$ cat src/rtl/bitop_pkg.sv
package bitop_pkg;
    typedef enum logic [1:0] {
        OP_SET = 2'd0,
        OP_TGL = 2'd1,
        OP_CLR = 2'd2,
        OP_TST = 2'd3
    } bitop_e;

    typedef enum logic [2:0] {
        ST_IDLE  = 3'd0,
        ST_RREQ  = 3'd1,
        ST_CALC  = 3'd2,
        ST_WREQ  = 3'd3,
        ST_DONE  = 3'd4
    } bitop_st_e;
endpackage

$ cat src/rtl/bitop_addr.sv
module bitop_addr #(
    parameter int AW = 32,
    parameter int DW = 16
) (
    input  logic [AW-1:0] base,
    input  logic [DW-1:0] disp,
    output logic [AW-1:0] addr
);
    localparam int EXT = AW - DW;
    logic [AW-1:0] disp_ext;
    generate
        if (EXT > 0) begin : g_ext
            assign disp_ext = {{EXT{disp[DW-1]}}, disp};
        end else begin : g_trunc
            assign disp_ext = disp[AW-1:0];
        end
    endgenerate
    assign addr = base + disp_ext;
endmodule

$ cat src/rtl/bitop_alu.sv
module bitop_alu
    import bitop_pkg::*;
#(
    parameter int BW = 8,
    localparam int IW = $clog2(BW)
) (
    input  bitop_e          op,
    input  logic [IW-1:0]   idx,
    input  logic [BW-1:0]   din,
    output logic [BW-1:0]   dout,
    output logic            zf
);
    logic [BW-1:0] mask;
    always_comb begin
        mask = '0;
        mask[idx] = 1'b1;
        zf = ~din[idx];
        unique case (op)
            OP_SET:  dout = din | mask;
            OP_TGL:  dout = din ^ mask;
            OP_CLR:  dout = din & ~mask;
            default: dout = din;
        endcase
    end
endmodule

$ cat src/rtl/bitop_unit.sv
module bitop_unit
    import bitop_pkg::*;
#(
    parameter int AW = 32,
    parameter int DISPW = 16,
    parameter int BW = 8,
    localparam int IW = $clog2(BW)
) (
    input  logic          clk,
    input  logic          rst_n,
    input  logic          cmd_valid,
    input  logic [1:0]    cmd_op,
    input  logic [AW-1:0] base_addr,
    input  logic [DISPW-1:0] disp,
    input  logic [IW-1:0] bit_sel,
    output logic          busy,
    output logic          done,
    output logic          zf_we,
    output logic          zf_out,
    output logic          mem_req,
    output logic          mem_we,
    output logic [AW-1:0] mem_addr,
    output logic [BW-1:0] mem_wdata,
    input  logic          rd_valid,
    input  logic [BW-1:0] rd_data
);
    typedef struct packed {
        bitop_st_e      st;
        bitop_e         op;
        logic [IW-1:0]  idx;
        logic [AW-1:0]  addr;
        logic [BW-1:0]  rbyte;
        logic [BW-1:0]  wbyte;
        logic           zf;
    } state_t;

    state_t s_d, s_q;
    logic [AW-1:0] ea;
    logic [BW-1:0] alu_out;
    logic          alu_zf;

    bitop_addr #(.AW(AW), .DW(DISPW)) addr_i (
        .base(base_addr), .disp(disp), .addr(ea)
    );

    bitop_alu #(.BW(BW)) alu_i (
        .op(s_q.op), .idx(s_q.idx), .din(s_q.rbyte),
        .dout(alu_out), .zf(alu_zf)
    );

    always_comb begin
        s_d = s_q;
        unique case (s_q.st)
            ST_IDLE: if (cmd_valid) begin
                s_d.st   = ST_RREQ;
                s_d.op   = bitop_e'(cmd_op);
                s_d.idx  = bit_sel;
                s_d.addr = ea;
            end
            ST_RREQ: if (rd_valid) begin
                s_d.rbyte = rd_data;
                s_d.st    = ST_CALC;
            end
            ST_CALC: begin
                s_d.zf    = alu_zf;
                s_d.wbyte = alu_out;
                s_d.st    = (s_q.op == OP_TST) ? ST_DONE : ST_WREQ;
            end
            ST_WREQ: if (rd_valid) s_d.st = ST_DONE;
            ST_DONE: s_d.st = ST_IDLE;
            default: s_d.st = ST_IDLE;
        endcase
    end

    always_ff @(posedge clk or negedge rst_n) begin
        if (!rst_n) begin
            s_q <= '{st: ST_IDLE, op: OP_TST, idx: '0, addr: '0,
                     rbyte: '0, wbyte: '0, zf: 1'b0};
        end else begin
            s_q <= s_d;
        end
    end

    assign busy      = (s_q.st != ST_IDLE);
    assign done      = (s_q.st == ST_DONE);
    assign zf_we     = done;
    assign zf_out    = s_q.zf;
    assign mem_req   = (s_q.st == ST_RREQ) || (s_q.st == ST_WREQ);
    assign mem_we    = (s_q.st == ST_WREQ);
    assign mem_addr  = s_q.addr;
    assign mem_wdata = s_q.wbyte;

    AST_RESET_QUIET: assert property (@(posedge clk) $rose(rst_n) |-> !busy && !mem_req)
        else $error("reset state");
    AST_ADDR_HELD: assert property (@(posedge clk) disable iff (!rst_n)
        busy && $past(busy) |-> $stable(mem_addr))
        else $error("address moved");
    AST_REQ_HOLD: assert property (@(posedge clk) disable iff (!rst_n)
        mem_req && !rd_valid |=> mem_req && $stable(mem_we))
        else $error("request dropped");
    AST_TEST_NO_WRITE: assert property (@(posedge clk) disable iff (!rst_n)
        mem_we |-> s_q.op != OP_TST)
        else $error("test wrote");
    AST_DONE_PULSE: assert property (@(posedge clk) disable iff (!rst_n)
        done |=> !done && !busy)
        else $error("done pulse");
    AST_ZF_STROBE: assert property (@(posedge clk) disable iff (!rst_n)
        zf_we |-> done)
        else $error("zf strobe");
    AST_WRITE_ONE_BIT: assert property (@(posedge clk) disable iff (!rst_n)
        mem_we |-> $countones(mem_wdata ^ s_q.rbyte) <= 1)
        else $error("extra bits changed");
endmodule

$ cat config.mk
export PLATFORM = sky130hd
export DESIGN_NAME = bitop_unit
export DESIGN_NICKNAME = d
export VERILOG_FILES = /design/src/rtl/bitop_pkg.sv /design/src/rtl/bitop_addr.sv /design/src/rtl/bitop_alu.sv /design/src/rtl/bitop_unit.sv
export SDC_FILE = /design/constraint.sdc
export NUM_CORES = 1
export LEC_CHECK = 0
export ABC_AREA = 1
export BUFFER_PORTS_ARGS = -buffer_cell sky130_fd_sc_hd__buf_4
export CORE_ASPECT_RATIO = 1.2
export CORE_UTILIZATION = 30
export CTS_BUF_LIST = sky130_fd_sc_hd__clkbuf_8
export DETAILED_ROUTE_END_ITERATION = 16
export GPL_ROUTABILITY_DRIVEN = 0
export HOLD_SLACK_MARGIN = 0.06
export PLACE_DENSITY_LB_ADDON = 0.25
export SETUP_SLACK_MARGIN = 0.5
export SLEW_MARGIN = 0
export SYNTH_ARGS = -nofsm -noshare
export SYNTH_HDL_FRONTEND = slang
export SYNTH_SLANG_ARGS = --single-unit
$ cat constraint.sdc
create_clock -name clk -period 2 [get_ports clk]
set_input_delay 0.1 -clock clk [delete_from_list [all_inputs] [get_ports clk]]
set_output_delay 0.1 -clock clk [all_outputs]
set_load 0.02 [all_outputs]
==> flow_summary.json, run 1 <==
{
  "via_count": 5162,
  "yosys-top-cells-area": "dfrtp_1 26%, nand2_1 21%, ha_1 11%",
  "syn2layout_area_growth_pct": 28.8,
  "relSlewSlack": 0.468,
  "io_buffers": 110,
  "hold_end": "s_q[55]",
  "drtPass1Iterations": 4,
  "synth-seq-area-share": 0.268,
  "clk_latency_ns": 0.35,
  "synth-xor-area-share": 0.0262,
  "min_path_type": "input port to register",
  "finalSetupTns_ns": 0,
  "synth_compound_gate_area_share": 0.0963,
  "maxSlewViolCount": 0,
  "synth_flop_cell": "dfrtp_1",
  "synth.avg_cell_area_um2": 6.58,
  "max_freq_mhz": 650,
  "yosys.area_share.simple": 0.333,
  "viasPerCell": 4.53,
  "worstSetupPathType": "register to register",
  "hold_path_startpoint": "cmd_valid",
  "fin_crit_sh": 0.770,
  "synth_top_family_by_area": "simple AND/OR/NAND/NOR gates",
  "clock-sinks": 57,
  "dpl.hpwl_um": 11900,
  "grt_max_degree": 58,
  "final_layout_size_suffix_gt1_frac": 0.239,
  "synth_area_mm2": 0.00534,
  "cts_max_level": 3,
  "finalSetupViolations": 0,
  "status": "finished clean",
  "track_usage": 0.175,
  "clockRootBuffer": "clkbuf_8",
  "first_global_vias": 5032,
  "drt_wl_total_um": 15300,
  "hold_violations": 0,
  "timing.hold.ws_ns": 0.133,
  "cts_buffer_depth": 2,
  "end_kind": "register",
  "reg2reg_depth": 6,
  "start_util": 0.306,
  "cts_tree": "done",
  "ys_ff_latch": 57,
  "cp.required_ns": 2.22,
  "fp.dieW_um": 124,
  "critPathArrivalTime_ns": 1.76,
  "async_reset_ff_frac": 1.00,
  "rr_endpoint": "mem_wdata[5]",
  "dieArea_mm2": 0.0183,
  "rows": 53,
  "diodes": 0,
  "ir_worst_vdd_mv": 0.354,
  "finClkSkew_ns": 0.0117,
  "powerDensity_mw_per_mm2": 1160,
  "leakagePower_uw": 0.00371,
  "tightestPinTransition_ns": 0.798,
  "core_mm2": 0.0174,
  "yosys-top-cells-count": "293 x nand2_1, 127 x inv_1, 55 x dfrtp_1, 50 x nand3_1, 47 x ha_1",
  "io_pins": 111,
  "grt_pass1_wl_um": 24600,
  "fin_nets": 1027,
  "yosysTopAreaCell": "dfrtp_1",
  "synth.distinct_cells": 36,
  "rsz0062_at_grt": "yes",
  "drv_cap": 0,
  "ant_nets": 0,
  "worstPathMaxFanout": 3,
  "syn_inst": 811,
  "grt-ovfl-total": 0,
  "final_area_mm2": 0.00688,
  "antenna_found_initial": 0,
  "numCtsBuffers": 9,
  "placed_cell_area_mm2": 0.00608,
  "synth_edf_count": 0,
  "startpoint_type": "register",
  "detail_route.wl_per_cell_um": 13.4,
  "fillers": 1899,
  "ys_warn_count": 0,
  "syn_nets": 924,
  "synth_fa_ha_area_frac": 0.114,
  "yosysMostFrequentCell": "nand2_1",
  "die_y_um": 148,
  "clkSlewWorstSetupHoldPaths_ns": 0.07,
  "hold_depth": 3,
  "fin_crit_ns": 1.54,
  "synth_top_cell_area_share": 0.258,
  "post_synth_mux_area_share": 0,
  "drc": 0,
  "r2r_start": "s_q[49]",
  "r2r_slack_ns": 0.46,
  "drtIter0Drc": 248
}
worst max-delay path: stages, from the launching register on:
cell and delay (ns):
dfrtp_1 0.43, buf_4 0.15, nand3_2 0.11, buf_4 0.16, ha_1 0.18, a221oi_2 0.27
o21ai_1 0.11
flip-flops by register name (all words and copies together) (netlist names):
signal / cells
mem_wdata: 8
s_q: 16
mem_addr: 32
zf_out: 1
repair_timing:
item                                   4_1_cts  5_1_grt
resized for setup                           13       60
endpoints found under the hold margin       70        0
hold buffers                                16        0
buffers inserted                             9        6
pin swaps                                    2       10
setup endpoints to repair                   42       34
kinds of logic after synthesis:
kind of cell / Yosys count
XOR/XNOR: 16
AO/OA/AOI/OAI: 87
AND/OR/NAND/NOR: 421
adder cells (fa/ha/maj): 48
flip-flops: 57
buffers and inverters: 182
final cells by class:
cell class                 count  area, um2  share of cell area
clock buffer                   9        124              0.0180
clock inverter                 7       46.3             0.00673
tap                          220        275              0.0400
sequential                    57       1430               0.208
inverter                     130        502              0.0730
timing repair buffer         144       1140               0.166
multi-input combinational    572       3360               0.488
placed cells by master (no fill, tap or decap), types with 5 or more instances in the layout:
cell | netlist | layout
a21oi_1 | 32 | 31
dfrtp_1 | 55 | 53
o21ai_0 | 15 | 11
xnor2_1 | 16 | 16
nor2_4 | 2 | 6
nand3_1 | 50 | 41
o21ai_1 | 12 | 16
o31ai_1 | 8 | 6
nor2_1 | 46 | 41
buf_4 | 42 | 123
nand2_2 | 6 | 9
nor2_2 | 4 | 5
nand3_2 | 5 | 10
dlygate4sd3_1 | 0 | 16
clkbuf_8 | 0 | 9
ha_1 | 47 | 32
buf_6 | 3 | 5
a221oi_2 | 0 | 5
nand2_1 | 293 | 290
inv_1 | 127 | 124
ha_4 | 0 | 11
power breakdown:
part	switching [uW]	total (uW)	internal [uW]	leakage, uW
Clock	518	964	445	0.0000814
Combinational	2790	4820	2030	0.00294
Sequential	452	2190	1740	0.000684
per-layer routing:
| layer | global-route usage | part of all wire |
|---|---|---|
| met1 | 0.218 | 0.45 |
| met2 | 0.298 | 0.49 |
| met3 | 0.0288 | 0.033 |
| met4 | 0.0620 | 0.028 |
| met5 | 0 | 0 |
metrics by stage:
stage	setup WS [ns]	total power, uW	instances	util
final	0.461	7970	1139	0.394
after global routing	0.406	8650	1139	0.394
after CTS	0.442	7450	1133	0.374
after detailed placement	0.0703	6240	1092	0.349
after global placement	0.0355	6200	1092	0.349
after floorplan	0.516	5310	811	-
worst max path at each step:
stage                             from            to  cells after the start
after floorplan           base_addr[0]  mem_addr[16]                     10
after global placement    base_addr[0]  mem_addr[24]                     12
after detailed placement  base_addr[0]  mem_addr[24]                     12
after CTS                      s_q[51]  mem_wdata[0]                      7
after global routing           s_q[51]  mem_wdata[0]                      7
final                          s_q[49]  mem_wdata[5]                      6
No activity file was read; power rests on OpenSTA's default activity.
==> inputs of run 2 (changes only) <==
--- a/config.mk
+++ b/config.mk
@@ -5,7 +5,7 @@
 export SDC_FILE = /design/constraint.sdc
 export NUM_CORES = 1
 export LEC_CHECK = 0
-export ABC_AREA = 1
+export ABC_AREA = 0
 export BUFFER_PORTS_ARGS = -buffer_cell sky130_fd_sc_hd__buf_4
 export CORE_ASPECT_RATIO = 1.2
 export CORE_UTILIZATION = 30
==> constraint.sdc (replaced) <==
create_clock -name clk -period 1.35 [get_ports clk]
set_input_delay 0.0675 -clock clk [delete_from_list [all_inputs] [get_ports clk]]
set_output_delay 0.0675 -clock clk [all_outputs]
set_load 0.02 [all_outputs]
==> flow_summary.json, run 2 <==
{
  "clk_latency_ns": 0.35,
  "cts_max_level": 3,
  "worstSetupPathType": "register to register",
  "grt-ovfl-total": 0,
  "startpoint_type": "register",
  "cts_buffer_depth": 2,
  "ant_nets": 0,
  "yosys-top-cells-count": "89 x nand2_1, 55 x dfrtp_1, 47 x ha_1, 45 x o21ai_0, 41 x buf_4",
  "drt_wl_total_um": 15400,
  "drv_cap": 0,
  "reg2reg_depth": 5,
  "end_kind": "register",
  "diodes": 0,
  "io_buffers": 110,
  "grt_pass1_wl_um": 24400,
  "largest_reg_flops": 32,
  "drtPass1Iterations": 7,
  "rows": 50,
  "cts_tree": "done",
  "viasPerCell": 4.82,
  "drtIter0Drc": 269,
  "layout_common_cells": "223 x buf_4, 72 x buf_6, 62 x nand2_1, 51 x dfrtp_1, 27 x ha_1",
  "r2r_slack_ns": -0.61,
  "synth.distinct_cells": 63,
  "core_mm2": 0.0156,
  "dpl.hpwl_um": 11100,
  "io_pins": 111,
  "synth_flop_cell": "dfrtp_1",
  "placed_cell_area_mm2": 0.00689,
  "grt_max_degree": 35,
  "finalSetupViolations": 61,
  "ir_worst_vdd_mv": 0.651,
  "violations": "setup timing",
  "ys_ff_latch": 57,
  "endpoint": "mem_wdata[5]",
  "synth_top_cell_area_share": 0.286,
  "finalPower_uw": 15300,
  "timing.hold.ws_ns": 0.110,
  "cp-startpoint": "s_q[50]",
  "fin_crit_sh": 1.45,
  "track_usage": 0.184,
  "antenna_found_initial": 0,
  "clockRootBuffer": "clkbuf_8",
  "syn_inst": 552,
  "numCtsBuffers": 9,
  "syn2layout_area_growth_pct": 78.0,
  "start_util": 0.307,
  "synth.avg_cell_area_um2": 8.70,
  "rr_endpoint": "mem_wdata[5]",
  "slowest_stage": "mux4_2",
  "leakagePower_uw": 0.00404,
  "maxSlewViolCount": 0,
  "die_y_um": 141,
  "fp.dieW_um": 118,
  "final_util": 0.547,
  "yosysMostFrequentCell": "nand2_1",
  "via_count": 4980,
  "dieArea_mm2": 0.0165,
  "worstPathCellList": "buf_6 > nand3b_1 > ha_1 > mux4_2 > mux2_4",
  "critPathArrivalTime_ns": 2.18,
  "rsz0062_at_grt": "yes",
  "yosysTopAreaCell": "dfrtp_1",
  "ys_warn_count": 0,
  "yosys-top-cells-area": "dfrtp_1 29%, ha_1 12%, nand2_1 7.0%",
  "final_area_mm2": 0.00855,
  "worst_slack_ns": -0.607,
  "clock-sinks": 57,
  "drc": 0,
  "tightestPinTransition_ns": 0.404,
  "r2r_start": "s_q[50]",
  "fin_nets": 934,
  "synth_area_mm2": 0.00480,
  "final_layout_size_suffix_gt1_frac": 0.568,
  "clkSlewWorstSetupHoldPaths_ns": 0.06,
  "synth-seq-area-share": 0.297,
  "final_common_cell": "buf_4",
  "critPathMaxStageDelay_ns": 0.47,
  "powerDensity_mw_per_mm2": 1780,
  "finClkSkew_ns": 0.0108,
  "status": "finished with violations",
  "first_global_vias": 5171,
  "relSlewSlack": 0.729,
  "max_freq_mhz": 511,
  "worstPathMaxFanout": 5,
  "detail_route.wl_per_cell_um": 14.9,
  "fin_crit_ns": 1.96,
  "min_path_type": "input port to register",
  "cp.required_ns": 1.58,
  "async_reset_ff_frac": 1.00,
  "syn_nets": 665,
  "finalSetupTns_ns": -12.84,
  "hold_violations": 0,
  "synth_edf_count": 0
}
run 2: metal layers:
metal,vias to the layer above,track usage,share of wire
met3,27,0.0255,0.026
met1,2409,0.207,0.40
met4,0,0.0803,0.023
met5,-,0,0
met2,89,0.345,0.55
li1,2455,-,-
run 2: report_power, final:
part,switching (uW),internal [uW],total [uW]
Sequential,804,2580,3390
Combinational,4220,5650,9860
Clock,737,1270,2000
run 2: final cells by class:
type                    count  area, um2
clock inverters             6        106
inverters                  24       90.1
multi-input cells         402       3550
repair buffers            327       2970
well taps                 208        260
clock buffers              10        138
flip-flops and latches     57       1440
fillers                  1409       7090
run 2: how the worst min path moves through the flow:
stage	start	end	slack [ns]	cells past startpoint
floorplan	rst_n	mem_addr[0]	-0.23	0
global placement	rst_n	s_q[15]	-0.007	1
detailed placement	rst_n	mem_wdata[6]	-0.005	1
CTS	rd_valid	s_q[56]	0.1	3
global route	rd_valid	s_q[56]	0.11	3
finish	rd_valid	s_q[56]	0.11	3
run 2: kinds of logic after synthesis:
kind of cell	after synthesis	synth area share
compound gates	147	0.202
xor+xnor	24	0.0437
fa+ha+maj	48	0.127
buf+inv	93	0.105
flops	57	0.297
mux	20	0.0677
simple gates	163	0.157
run 2: metrics by stage:
| step | cells | setup WS [ns] |
|---|---|---|
| 6_report | 1034 | -0.607 |
| 5_1_grt | 1034 | -0.645 |
| 3_5_place_dp | 941 | -0.856 |
| 3_3_place_gp | 941 | -0.756 |
| 2_1_floorplan | 552 | -0.580 |
| 4_1_cts | 1011 | -0.579 |
run 2: what timing repair did:
item,CTS,global route
gates cloned,2,3
pin swaps,49,52
gates resized for setup,123,55
hold endpoints to repair,72,0
buffers inserted,36,20
hold buffers,16,0
setup endpoints to repair,103,103
run 2: critical path, delay by kind of cell (launching register included):
kind	cells	cell delay, ns
multiplexers	2	0.74
flip-flops	1	0.44
adder cells (fa/ha/maj)	1	0.31
AND/OR/NAND/NOR	1	0.22
buffers and inverters	1	0.13
==> inputs of run 3 (changes only) <==
--- a/config.mk
+++ b/config.mk
@@ -7,6 +7,8 @@
 export LEC_CHECK = 0
 export ABC_AREA = 0
 export BUFFER_PORTS_ARGS = -buffer_cell sky130_fd_sc_hd__buf_4
+export CELL_PAD_IN_SITES_DETAIL_PLACEMENT = 1
+export CELL_PAD_IN_SITES_GLOBAL_PLACEMENT = 1
 export CORE_ASPECT_RATIO = 1.2
 export CORE_UTILIZATION = 30
 export CTS_BUF_LIST = sky130_fd_sc_hd__clkbuf_8
==> flow_summary.json, run 3 (synthesized netlist as in run 2, its figures left out) <==
{
  "worst_slack_ns": -0.606,
  "grt_max_degree": 27,
  "timing.hold.ws_ns": 0.149,
  "antenna_found_initial": 0,
  "r2r_start": "s_q[51]",
  "worstPathCellList": "buf_6 > nand3b_1 > ha_1 > mux4_2 > mux2_4",
  "rows": 50,
  "startpoint_type": "register",
  "fp.dieW_um": 118,
  "clockRootBuffer": "clkbuf_8",
  "hold_violations": 0,
  "via_count": 5205,
  "drc": 0,
  "maxSlewViolCount": 0,
  "grt-ovfl-total": 0,
  "worstSetupPathType": "register to register",
  "drt_wl_total_um": 20100,
  "start_util": 0.307,
  "final_layout_size_suffix_gt1_frac": 0.619,
  "status": "finished with violations",
  "core_mm2": 0.0156,
  "regArea_mm2": 0.00143,
  "dieArea_mm2": 0.0165,
  "hold_path_startpoint": "rd_valid",
  "hold_depth": 3,
  "final_common_cell": "buf_4",
  "critPathMaxStageDelay_ns": 0.47,
  "hold_end": "s_q[56]",
  "worstPathMaxFanout": 7,
  "syn2layout_area_growth_pct": 85.3,
  "ir_worst_vdd_mv": 0.671,
  "r2r_slack_ns": -0.61,
  "finalSetupViolations": 59,
  "detail_route.wl_per_cell_um": 19.5,
  "layout_common_cells": "217 x buf_4, 73 x buf_6, 51 x dfrtp_1, 46 x nand2_1, 28 x ha_4",
  "drtPass1Iterations": 4,
  "ant_nets": 0,
  "largest_reg_flops": 32,
  "grt_pass1_wl_um": 29200,
  "finalSetupTns_ns": -12.62,
  "track_usage": 0.227,
  "io_buffers": 110,
  "finClkSkew_ns": 0.0174,
  "max_freq_mhz": 511,
  "powerDensity_mw_per_mm2": 1810,
  "cts_tree": "done",
  "viasPerCell": 5.04,
  "die_y_um": 141,
  "drtIter0Drc": 155,
  "critPathArrivalTime_ns": 2.18,
  "io_pins": 111,
  "min_path_type": "input port to register",
  "tightestPinTransition_ns": 0.504,
  "finalPower_uw": 16100,
  "cp.required_ns": 1.57,
  "fin_crit_sh": 1.45,
  "fin_nets": 933,
  "clock-sinks": 57,
  "leakagePower_uw": 0.00413,
  "end_kind": "register",
  "numCtsBuffers": 9,
  "reg2reg_depth": 5,
  "cts_max_level": 3,
  "relSlewSlack": 0.661,
  "rr_endpoint": "mem_wdata[3]",
  "clkSlewWorstSetupHoldPaths_ns": 0.07,
  "multi_input_area_mm2": 0.00390,
  "clk_latency_ns": 0.35,
  "rsz0062_at_grt": "yes",
  "dpl.hpwl_um": 12500,
  "drv_cap": 0,
  "diodes": 0,
  "cts_buffer_depth": 2,
  "pre_cts_slack_ns": -0.809,
  "violations": "setup timing",
  "first_global_vias": 5748,
  "slowest_stage": "mux4_2",
  "fillers": 1682,
  "fin_crit_ns": 1.96
}
[run 3: cell types whose count changed in the layout (fill, tap and decap cells not counted), sizes merged]
cell,delta
bufinv,-2
buf,+1
inv,+1
clkinvlp,-1
[run 3: per-stage QoR]
stage | cell area (um2) | cells | utilization
global route | 8900 | 1033 | 0.569
global placement | 6900 | 940 | 0.441
finish | 8900 | 1033 | 0.569
CTS | 8420 | 1020 | 0.538
floorplan | 5310 | 552 | -
detailed placement | 6900 | 940 | 0.441
[run 3: layer usage]
metal  share of wire  up-vias  track usage
met5               0        -            0
met4           0.042        0        0.109
met3           0.022       51       0.0271
met2            0.58      116        0.450
met1            0.36     2588        0.233
li1                -     2450            -
[run 3: where the power goes]
| group | switching, uW | internal, uW |
|---|---|---|
| logic | 4990 | 5940 |
| clock network | 759 | 990 |
| registers | 852 | 2570 |
[run 3: how the worst max path moves through the flow]
| stage | startpoint | end |
|---|---|---|
| 6_report | s_q[51] | mem_wdata[3] |
| 5_1_grt | s_q[51] | mem_wdata[3] |
| 3_5_place_dp | disp[15] | mem_addr[31] |
| 2_1_floorplan | s_q[50] | mem_wdata[1] |
| 3_3_place_gp | base_addr[0] | mem_addr[30] |
| 4_1_cts | s_q[51] | mem_wdata[1] |
[run 3: area by class of cell]
cell class	instances	share of cell area
Multi-Input combinational cell	402	0.438
Timing Repair Buffer	326	0.338
Sequential cell	57	0.161
Tap cell	208	0.0292
Clock buffer	12	0.0185
Inverter	24	0.0101
Clock inverter	4	0.00478
[run 3: repair_timing]
action | 4_1_cts | 5_1_grt
hold buffers | 16 | 0
pin swaps | 63 | 48
buffers inserted | 44 | 12
hold endpoints to repair | 71 | 0
gates cloned | 4 | 1
endpoints found under the setup margin | 103 | 103
gates resized for setup | 182 | 78
[run 3: worst max-delay path: cells and delay by family (launching register included)]
family / cells / cell delay (ns)
adders and majority gates: 1 / 0.31
DFF: 1 / 0.46
buffers and inverters: 1 / 0.15
muxes: 2 / 0.74
and+or+nand+nor: 1 / 0.18
